**config.mk**
```make
export PLATFORM = sky130hd
export DESIGN_NAME = dac_pwm_chan
export DESIGN_NICKNAME = d
export VERILOG_FILES = /design/src/rtl/dcpwm_pkg.sv /design/src/rtl/dcpwm_match.sv /design/src/rtl/dcpwm_regs.sv /design/src/rtl/dcpwm_pin.sv /design/src/rtl/dac_pwm_chan.sv
export SDC_FILE = /design/constraint.sdc
export NUM_CORES = 1
export LEC_CHECK = 0
export BUFFER_PORTS_ARGS = -buffer_cell sky130_fd_sc_hd__buf_2
export CORE_AREA = 2 2 74 76
export DETAILED_ROUTE_END_ITERATION = 10
export DIE_AREA = 0 0 76 78
export HOLD_SLACK_MARGIN = 0.03
export PLACE_DENSITY = 0.79
export SYNTH_ARGS = -nofsm -noshare
export SYNTH_HDL_FRONTEND = slang
export SYNTH_SLANG_ARGS = --single-unit
```
**constraint.sdc**
```tcl
create_clock -name clk -period 0.8 [get_ports clk]
set_input_delay 0 -clock clk [delete_from_list [all_inputs] [get_ports clk]]
set_output_delay 0 -clock clk [all_outputs]
set_load 0.01 [all_outputs]
```
**src/rtl/dcpwm_pkg.sv**
```systemverilog
package dcpwm_pkg;
  localparam int unsigned BUS_W = 16;

  typedef enum logic [1:0] {
    CH_IDLE     = 2'b00,
    CH_CAP_RISE = 2'b01,
    CH_CAP_FALL = 2'b10,
    CH_OPWM     = 2'b11
  } ch_mode_e;
endpackage

```
**src/rtl/dcpwm_match.sv**
```systemverilog
module dcpwm_match
  import dcpwm_pkg::*;
#(
  parameter int unsigned RES = 12
) (
  input  logic [BUS_W-1:0] cnt,
  input  logic [BUS_W-1:0] a_val,
  input  logic [BUS_W-1:0] b_val,
  output logic             hit_a,
  output logic             hit_b
);
  localparam logic [BUS_W-1:0] CMP_MASK = BUS_W'((32'd1 << RES) - 32'd1);

  logic [BUS_W-1:0] cnt_m;

  always_comb begin
    cnt_m = cnt & CMP_MASK;
    hit_a = (cnt_m == (a_val & CMP_MASK));
    hit_b = (cnt_m == (b_val & CMP_MASK));
  end
endmodule

```
**src/rtl/dcpwm_regs.sv**
```systemverilog
module dcpwm_regs
  import dcpwm_pkg::*;
#(
  parameter int unsigned RES = 12
) (
  input  logic             clk,
  input  logic             rst_n,
  input  logic             pwm_enter,
  input  logic             pwm_stay,
  input  logic             cap_mode,
  input  logic             cap_evt,
  input  logic             wr_en,
  input  logic             wr_sel,
  input  logic [BUS_W-1:0] wr_data,
  input  logic [BUS_W-1:0] cnt,
  input  logic             pin_q,
  output logic [BUS_W-1:0] a_q,
  output logic [BUS_W-1:0] b1_q,
  output logic [BUS_W-1:0] b2_q,
  output logic             b1_full,
  output logic             b2_full
);
  localparam bit HAS_FULL = (RES < BUS_W);

  logic [BUS_W-1:0] a_d, b1_d, b2_d;
  logic             a_en, b1_en, b2_en;
  logic             swap_ok;

  generate
    if (HAS_FULL) begin : g_full
      assign b1_full = b1_q[BUS_W-1];
      assign b2_full = b2_q[BUS_W-1];
    end else begin : g_nofull
      assign b1_full = 1'b0;
      assign b2_full = 1'b0;
    end
  endgenerate

  // Active B may be refreshed while the pin is low, or when either copy
  // carries the full-duty flag (entering or leaving full duty).
  assign swap_ok = !pin_q || b1_full || b2_full;

  always_comb begin
    a_en  = 1'b0;
    a_d   = a_q;
    b1_en = 1'b0;
    b1_d  = b1_q;
    b2_en = 1'b0;
    b2_d  = b2_q;
    if (cap_evt) begin
      a_en  = 1'b1;
      a_d   = cnt;
      b1_en = 1'b1;
      b1_d  = a_q;
      b2_en = 1'b1;
      b2_d  = a_q;
    end else begin
      if (wr_en && !wr_sel) begin
        a_en = 1'b1;
        a_d  = wr_data;
      end
      if (wr_en && wr_sel) begin
        b1_en = 1'b1;
        b1_d  = wr_data;
      end
      if (cap_mode && wr_en && wr_sel) begin
        b2_en = 1'b1;
        b2_d  = wr_data;
      end else if (pwm_enter || (pwm_stay && swap_ok)) begin
        b2_en = 1'b1;
        b2_d  = b1_q;
      end
    end
  end

  always_ff @(posedge clk) begin
    if (a_en)  a_q  <= a_d;
    if (b1_en) b1_q <= b1_d;
    if (b2_en) b2_q <= b2_d;
  end


  b_held_chk: assert property (@(posedge clk) disable iff (!rst_n)
    (pwm_stay && pin_q && !b1_full && !b2_full) |=> $stable(b2_q));


  cap_load_chk: assert property (@(posedge clk) disable iff (!rst_n)
    cap_evt |=> ((a_q == $past(cnt)) && (b2_q == $past(a_q)) && (b1_q == $past(a_q))));
endmodule

```
**src/rtl/dcpwm_pin.sv**
```systemverilog
module dcpwm_pin (
  input  logic clk,
  input  logic rst_n,
  input  logic pwm_enter,
  input  logic pwm_stay,
  input  logic hit_a,
  input  logic hit_b,
  input  logic b1_full,
  input  logic b2_full,
  output logic pin_q
);
  logic pin_d;

  always_comb begin
    if (!pwm_stay) begin
      pin_d = 1'b0;
    end else if (b2_full) begin
      pin_d = 1'b1;
    end else if (hit_b && !b1_full) begin
      pin_d = 1'b0;
    end else if (hit_a) begin
      pin_d = 1'b1;
    end else begin
      pin_d = pin_q;
    end
  end

  always_ff @(posedge clk or negedge rst_n) begin
    if (!rst_n) pin_q <= 1'b0;
    else        pin_q <= pin_d;
  end


  tie_low_chk: assert property (@(posedge clk) disable iff (!rst_n)
    (pwm_stay && hit_a && hit_b && !b1_full && !b2_full) |=> !pin_q);


  full_hold_chk: assert property (@(posedge clk) disable iff (!rst_n)
    (pwm_stay && pin_q && (b1_full || b2_full)) |=> pin_q);


  enter_low_chk: assert property (@(posedge clk) disable iff (!rst_n)
    pwm_enter |=> !pin_q);
endmodule

```
**src/rtl/dac_pwm_chan.sv**
```systemverilog
module dac_pwm_chan
  import dcpwm_pkg::*;
#(
  parameter int unsigned RES = 12
) (
  input  logic        clk,
  input  logic        rst_n,
  input  logic [1:0]  mode_i,
  input  logic        wr_en_i,
  input  logic        wr_sel_i,
  input  logic [15:0] wr_data_i,
  input  logic [15:0] cnt_i,
  input  logic        pin_i,
  output logic        pin_o,
  output logic        pin_oe_o,
  output logic [15:0] a_o,
  output logic [15:0] b_o
);
  logic [1:0] rst_pipe;
  logic       rst_s;
  ch_mode_e   mode_n, mode_q;
  logic       pin_prev_q;
  logic       pwm_enter, pwm_stay, cap_mode, cap_evt;
  logic       hit_a, hit_b, b1_full, b2_full, pin_q;
  logic [BUS_W-1:0] a_q, b1_q, b2_q;

  initial begin
    if (RES < 8 || RES > BUS_W) $error("RES must lie in 8..16");
  end

  // Reset asserts at once, releases on the clock.
  always_ff @(posedge clk or negedge rst_n) begin
    if (!rst_n) rst_pipe <= 2'b00;
    else        rst_pipe <= {rst_pipe[0], 1'b1};
  end
  assign rst_s = rst_pipe[1];

  always_comb begin
    mode_n    = ch_mode_e'(mode_i);
    pwm_enter = (mode_n == CH_OPWM) && (mode_q != CH_OPWM);
    pwm_stay  = (mode_n == CH_OPWM) && (mode_q == CH_OPWM);
    cap_mode  = (mode_n == CH_CAP_RISE) || (mode_n == CH_CAP_FALL);
    cap_evt   = ((mode_n == CH_CAP_RISE) && pin_i && !pin_prev_q) ||
                ((mode_n == CH_CAP_FALL) && !pin_i && pin_prev_q);
  end

  always_ff @(posedge clk or negedge rst_s) begin
    if (!rst_s) begin
      mode_q     <= CH_IDLE;
      pin_prev_q <= 1'b0;
    end else begin
      mode_q     <= mode_n;
      pin_prev_q <= pin_i;
    end
  end

  dcpwm_match #(.RES(RES)) u_match (
    .cnt   (cnt_i),
    .a_val (a_q),
    .b_val (b2_q),
    .hit_a (hit_a),
    .hit_b (hit_b)
  );

  dcpwm_regs #(.RES(RES)) u_regs (
    .clk       (clk),
    .rst_n     (rst_s),
    .pwm_enter (pwm_enter),
    .pwm_stay  (pwm_stay),
    .cap_mode  (cap_mode),
    .cap_evt   (cap_evt),
    .wr_en     (wr_en_i),
    .wr_sel    (wr_sel_i),
    .wr_data   (wr_data_i),
    .cnt       (cnt_i),
    .pin_q     (pin_q),
    .a_q       (a_q),
    .b1_q      (b1_q),
    .b2_q      (b2_q),
    .b1_full   (b1_full),
    .b2_full   (b2_full)
  );

  dcpwm_pin u_pin (
    .clk       (clk),
    .rst_n     (rst_s),
    .pwm_enter (pwm_enter),
    .pwm_stay  (pwm_stay),
    .hit_a     (hit_a),
    .hit_b     (hit_b),
    .b1_full   (b1_full),
    .b2_full   (b2_full),
    .pin_q     (pin_q)
  );

  assign pin_o    = pin_q;
  assign pin_oe_o = (mode_q == CH_OPWM);
  assign a_o      = a_q;
  assign b_o      = b2_q;


  idle_release_chk: assert property (@(posedge clk) disable iff (!rst_s)
    (mode_n == CH_IDLE) |=> (!pin_oe_o && !pin_o));


  cap_no_drive_chk: assert property (@(posedge clk) disable iff (!rst_s)
    cap_mode |=> !pin_oe_o);
endmodule

```
; Yosys cells after proc, flatten, opt, wreduce, memory -nomap -nowiden
; Cells that the tools add are included.
[op_classes]
n_eq_ne = 8
n_mux = 18
n_reduce_logical = 28
[op_table]
columns = op, count
row1 = two-way mux 16 bit, 7
row2 = == test 12 bit, 2
row3 = logical AND 1 bit, 12
row4 = two-way mux 1 bit, 11
row5 = == test 2 bit (second input constant), 3
row6 = AND reduction 2 bit, 3
row7 = zero test 1 bit, 5
row8 = logical OR 1 bit, 5
row9 = inequality test 4 x 3 -> 1 bit (second input constant), 1
row10 = nonzero test 2 bit, 2
row11 = nonzero test 3 bit, 1
row12 = == test 2 x 1 -> 1 bit (second input constant), 1
row13 = inequality test 2 bit (second input constant), 1
[word_totals]
word_cells = 61
output_inout_bits = 34
input_bits = 39
register_bits = 54

; Depth between registers and ports, before layout
[logic_depth]
depth_word = 9
depth_mapped = 8
mapped_depth_nobuf = 6

; Cells and area by module
; From an unflattened synthesis, not the netlist that was laid out.
[hier_totals]
cells_unflattened = 235
area_unflattened_um2 = 2765.2
[modules_own_cells]
columns = mod, area_each_um2, n_inst, cells_per_inst
row1 = dcpwm_regs, 2240.9, 1, 180
row2 = dcpwm_match, 262.8, 1, 32
row3 = dac_pwm_chan, 216.5, 1, 18
row4 = dcpwm_pin, 45.0, 1, 5

; Worst setup path before layout
; Ideal clock, no wire load.
[synth_timing]
kind = reg2reg
startpoint = reg pin_prev_q
endpoint = reg u_regs.a_q[0] (enable)
path_slack_ps = -1115
arrival_time_ps = 1504
period_less_slack_ps = 1915
setup_time_ps = 411
stages_incl_launch_ff = 6
path_cell_list = dfrtp_1 -> nand3b_1 -> o21a_1 -> buf_2 -> buf_2 -> o21ai_0
[synth_via]
elab_chain_len = 5
elab_cells_between_ends = 7
cone_classes = 1 x mux / 6 x reduce/logical
[synth_lines]
columns = element, line
row1 = start: declaration, dac_pwm_chan.sv:22  ; logic pin_prev_q;
row2 = start signal: assignment, dac_pwm_chan.sv:53  ; pin_prev_q <= pin_i;
row3 = zero test 1 bit, dac_pwm_chan.sv:43  ; cap_evt = ((mode_n == CH_CAP_RISE) && pin_i && !pin_prev_q) ||
row4 = logical AND 1 bit, dac_pwm_chan.sv:43
row5 = logical OR 1 bit (*), dac_pwm_chan.sv:43
row6 = nonzero test 2 bit (no line) or two-way mux 1 bit (tied branches), n/a
row7 = AND reduction 2 bit (no line) (*), n/a
row8 = end signal: assignment, dcpwm_regs.sv:77  ; if (a_en) a_q <= a_d;
row9 = end: declaration, dcpwm_regs.sv:17  ; output logic [BUS_W-1:0] a_q,
; Mark *: on every way between the ends. The rest lies on a longest branch, timed or not.
; A chain may end at the register's enable or synchronous reset.

; Worst setup path in the final report
[layout_timing]
startpoint = reg pin_prev_q
endpoint = reg u_regs.b2_q[13] (data pin)
[layout_via]
elab_chain_len = 4
elab_cells_between_ends = 5
cone_classes = 1 x mux / 4 x reduce/logical
[layout_lines]
columns = element, line
row1 = zero test 1 bit, dac_pwm_chan.sv:43
row2 = logical AND 1 bit, dac_pwm_chan.sv:43
row3 = logical OR 1 bit (*), dac_pwm_chan.sv:43
row4 = two-way mux 16 bit (*), dcpwm_regs.sv:50  ; if (cap_evt) begin
row5 = named net u_regs.b2_d[13], dcpwm_regs.sv:25  ; logic [BUS_W-1:0] a_d, b1_d, b2_d;
row6 = end signal: assignment, dcpwm_regs.sv:79  ; if (b2_en) b2_q <= b2_d;
row7 = end: declaration, dcpwm_regs.sv:19  ; output logic [BUS_W-1:0] b2_q,
; Mark *: on every way through the listed nets, which the timed path passes. The rest lies on a longest branch.

==> flow_summary_export.csv <==
group,metric,value,unit
outcome,status,"finished with violations",
outcome,violations,"negative setup slack",
routing,detail-route-antenna-nets,0,
clocking,cts_max_level,2,
routing,vias,2651,
final_layout,drive_gt1_share,50.1,%
timing,fin_crit_sh,191,%
clocking,clkSlewWorstSetupHoldPaths,100,ps
final_layout,fill_cells,202,
timing,setup_violations,131,
clocking,numCtsBuffers,5,
routing,drt_wl_total,10400,um
synth,ys_ff_latch,54,
min_path,min_path_type,"input pin to flop",
synth,syn-cell-area,2600,um2
synth,yosysWarningCount,0,
routing,vias_per_cell,5.85,
grt,overflow,0,
grt,grt_pass1_vias,2439,
synth,synth_top_area_share,55.4,%
synth,ys_types,25,
timing,final_hold_viol_count,0,
die,die_w,76,um
clocking,clock_latency,310,ps
routing,post_drt_wl_per_cell,23.0,um
timing,finalCriticalPeriod,1530,ps
timing,fmax,655,MHz
clocking,cts.path.max_buffers,2,
synth,syn_nets,274,
worst_setup_path,path_class,"flop to flop",
routing,top_layer_used,"met4",
final_layout,multi_input_area,1240,um2
clocking,cts_num_sinks,54,
placement,port_buffers,72,
pwr,peakVddDrop,1.46,mV
routing,first_pass_iters,7,
worst_setup_path,cp-start-kind,"flop",
synth,yosys.area.top_type,"edfxtp_1",
worst_setup_path,required,860,ps
routing,met3WireLength,949,um
grt,grt_usage,27.1,%
synth,synth-seq-area-share,61.2,%
timing,hold_slack,46.4,ps
routing,met1_length,3600,um
worst_setup_path,endpoint_kind,"flop",
die,die_h,78,um
die,start_util,51.6,%
timing,fin_skew,10.8,ps
final_layout,register_area,1590,um2
timing,slew_violations,0,
grt,antenna_found_initial,0,
synth,postSynthCellCount,232,
placement,dpl.hpwl,4610,um
routing,wl_met2,5310,um
placement,place_congestion,0.771,
routing,drt_first_iter_violations,330,
worst_setup_path,worst-endpoint-arrival,1590,ps
synth,syn_avg_cell_area,11.2,um2
timing,setup_ws,-727,ps
worst_setup_path,path_max_fanout,7,
grt,grt_pass1_wl,12200,um
timing,finalSetupTns,-71240,ps
pwr,p_leak,0.00198,uW
final_layout,syn_to_final_growth,71.5,%
timing,rsz0062_at_grt,"yes",
clocking,root_buffer,"clkbuf_8",
grt,grt_max_degree,29,
final_layout,nets,424,
pwr,power_density,1660,nW/um2
routing,remaining_drc_errors,0,
die,io_pins,73,
die,core,5040,um2
clocking,cts_tree,"built",
final_layout,diodes,0,
job,drv_cap,0,
die,die_area,5930,um2
die,rows,26,
synth,synth_area_leaders,"edfxtp_1 (55%), nand2_1 (12%), mux2i_1 (6.2%)",
==> critical path: stages (launching register included) <==
cell	delay, ps
dfrtp_1	410
nand3b_1	220
buf_4	180
o21ai_4	70
buf_12	160
clkbuf_16	160
o21ai_1	70
==> power by group <==
part,total [uW],switching [uW],internal (uW)
registers,3530,154,3380
logic,1990,983,1010
clock network,1870,930,939
total,7390,2070,5320
==> metrics by stage <==
stage	util, %	instance area [um2]	power [uW]	worst slack (ps)	std cells
global placement	67.4	3400	4760	-597	406
CTS	82.6	4170	6970	-582	445
detailed placement	67.4	3400	4810	-647	406
floorplan	-	2690	4170	-602	232
global route	88.5	4460	7520	-737	453
finish	88.5	4460	7390	-727	453
==> per-layer routing <==
| metal | vias to the layer above | GRT usage [%] |
|---|---|---|
| met5 | - | 0 |
| li1 | 1098 | - |
| met3 | 54 | 5.12 |
| met1 | 1267 | 32.3 |
| met2 | 232 | 49.5 |
| met4 | 0 | 9.45 |
==> cell usage in the layout (no fill, tap or decap), drive strengths merged <==
| master | count |
|---|---|
| a211oi | 1 |
| and2 | 1 |
| buf | 118 |
| bufinv | 1 |
| clkbuf | 10 |
| conb | 1 |
| dfrtp | 6 |
| dlygate4sd3 | 30 |
| edfxtp | 48 |
| ha | 3 |
| inv | 3 |
| mux2i | 16 |
| nand2 | 86 |
| nand3 | 5 |
| nand3b | 1 |
| nand4 | 2 |
| nor2 | 2 |
| nor4 | 4 |
| o21a | 1 |
| o21ai | 19 |
| or2 | 1 |
| xnor2 | 12 |
| xor2 | 12 |
==> cell families after synthesis <==
kind of cell / count (synthesis) / synth area share (%)
buf+inv: 13 / 3.32
mux: 16 / 6.15
other cells: 1 / 0.144
flops: 54 / 61.2
xor+xnor: 24 / 8.08
compound gates: 20 / 4.04
simple gates: 101 / 15.7
fa+ha+maj: 3 / 1.44
==> final timing paths <==
check                            start  slack [ps]              end  cells after the start
max                         pin_prev_q        -730  u_regs.b2_q[13]                      6
min                           cnt_i[7]          50    u_regs.a_q[7]                      3
max reg2reg                 pin_prev_q        -730  u_regs.b2_q[13]                      6
min reg2reg                rst_pipe[1]         100       pin_prev_q                      0
max in group asynchronous        rst_n          70      rst_pipe[0]                      3
min in group asynchronous  rst_pipe[1]         100       pin_prev_q                      0
==> sequential cells by signal, indices dropped and copies added (netlist names) <==
signal	cells
u_pin.pin_q	1
u_regs.b1_q	16
u_regs.a_q	16
u_regs.b2_q	16
pin_prev_q	1
rst_pipe	2
mode_q	2
==> cell usage after synthesis (all sizes together) <==
cell type,n
xor2,12
nand2,86
nand3,4
buf,9
o21ai,18
mux2i,16
edfxtp,48
ha,3
dfrtp,6
conb,1
nor2,2
or2,1
and2,1
a211oi,1
nand3b,1
o21a,1
clkbuf,1
xnor2,12
inv,3
nor4,4
nand4,2
==> repair_timing <==
| action | CTS | global route |
|---|---|---|
| endpoints found under the setup margin | 131 | 131 |
| cloned | 2 | 5 |
| hold endpoints to repair | 36 | 2 |
| hold buffers | 29 | 1 |
| setup buffers | 10 | 13 |
| pin swaps | 15 | 18 |
| resized for setup | 77 | 60 |
==> area by class of cell <==
class	instances	area share [%]
Sequential cell	54	35.7
Tap cell	70	1.96
Timing Repair Buffer	151	31.9
Multi-Input combinational cell	167	27.8
Inverter	3	0.364
Clock inverter	1	0.673
Clock buffer	7	1.71
Power figures use the tool's default switching activity.
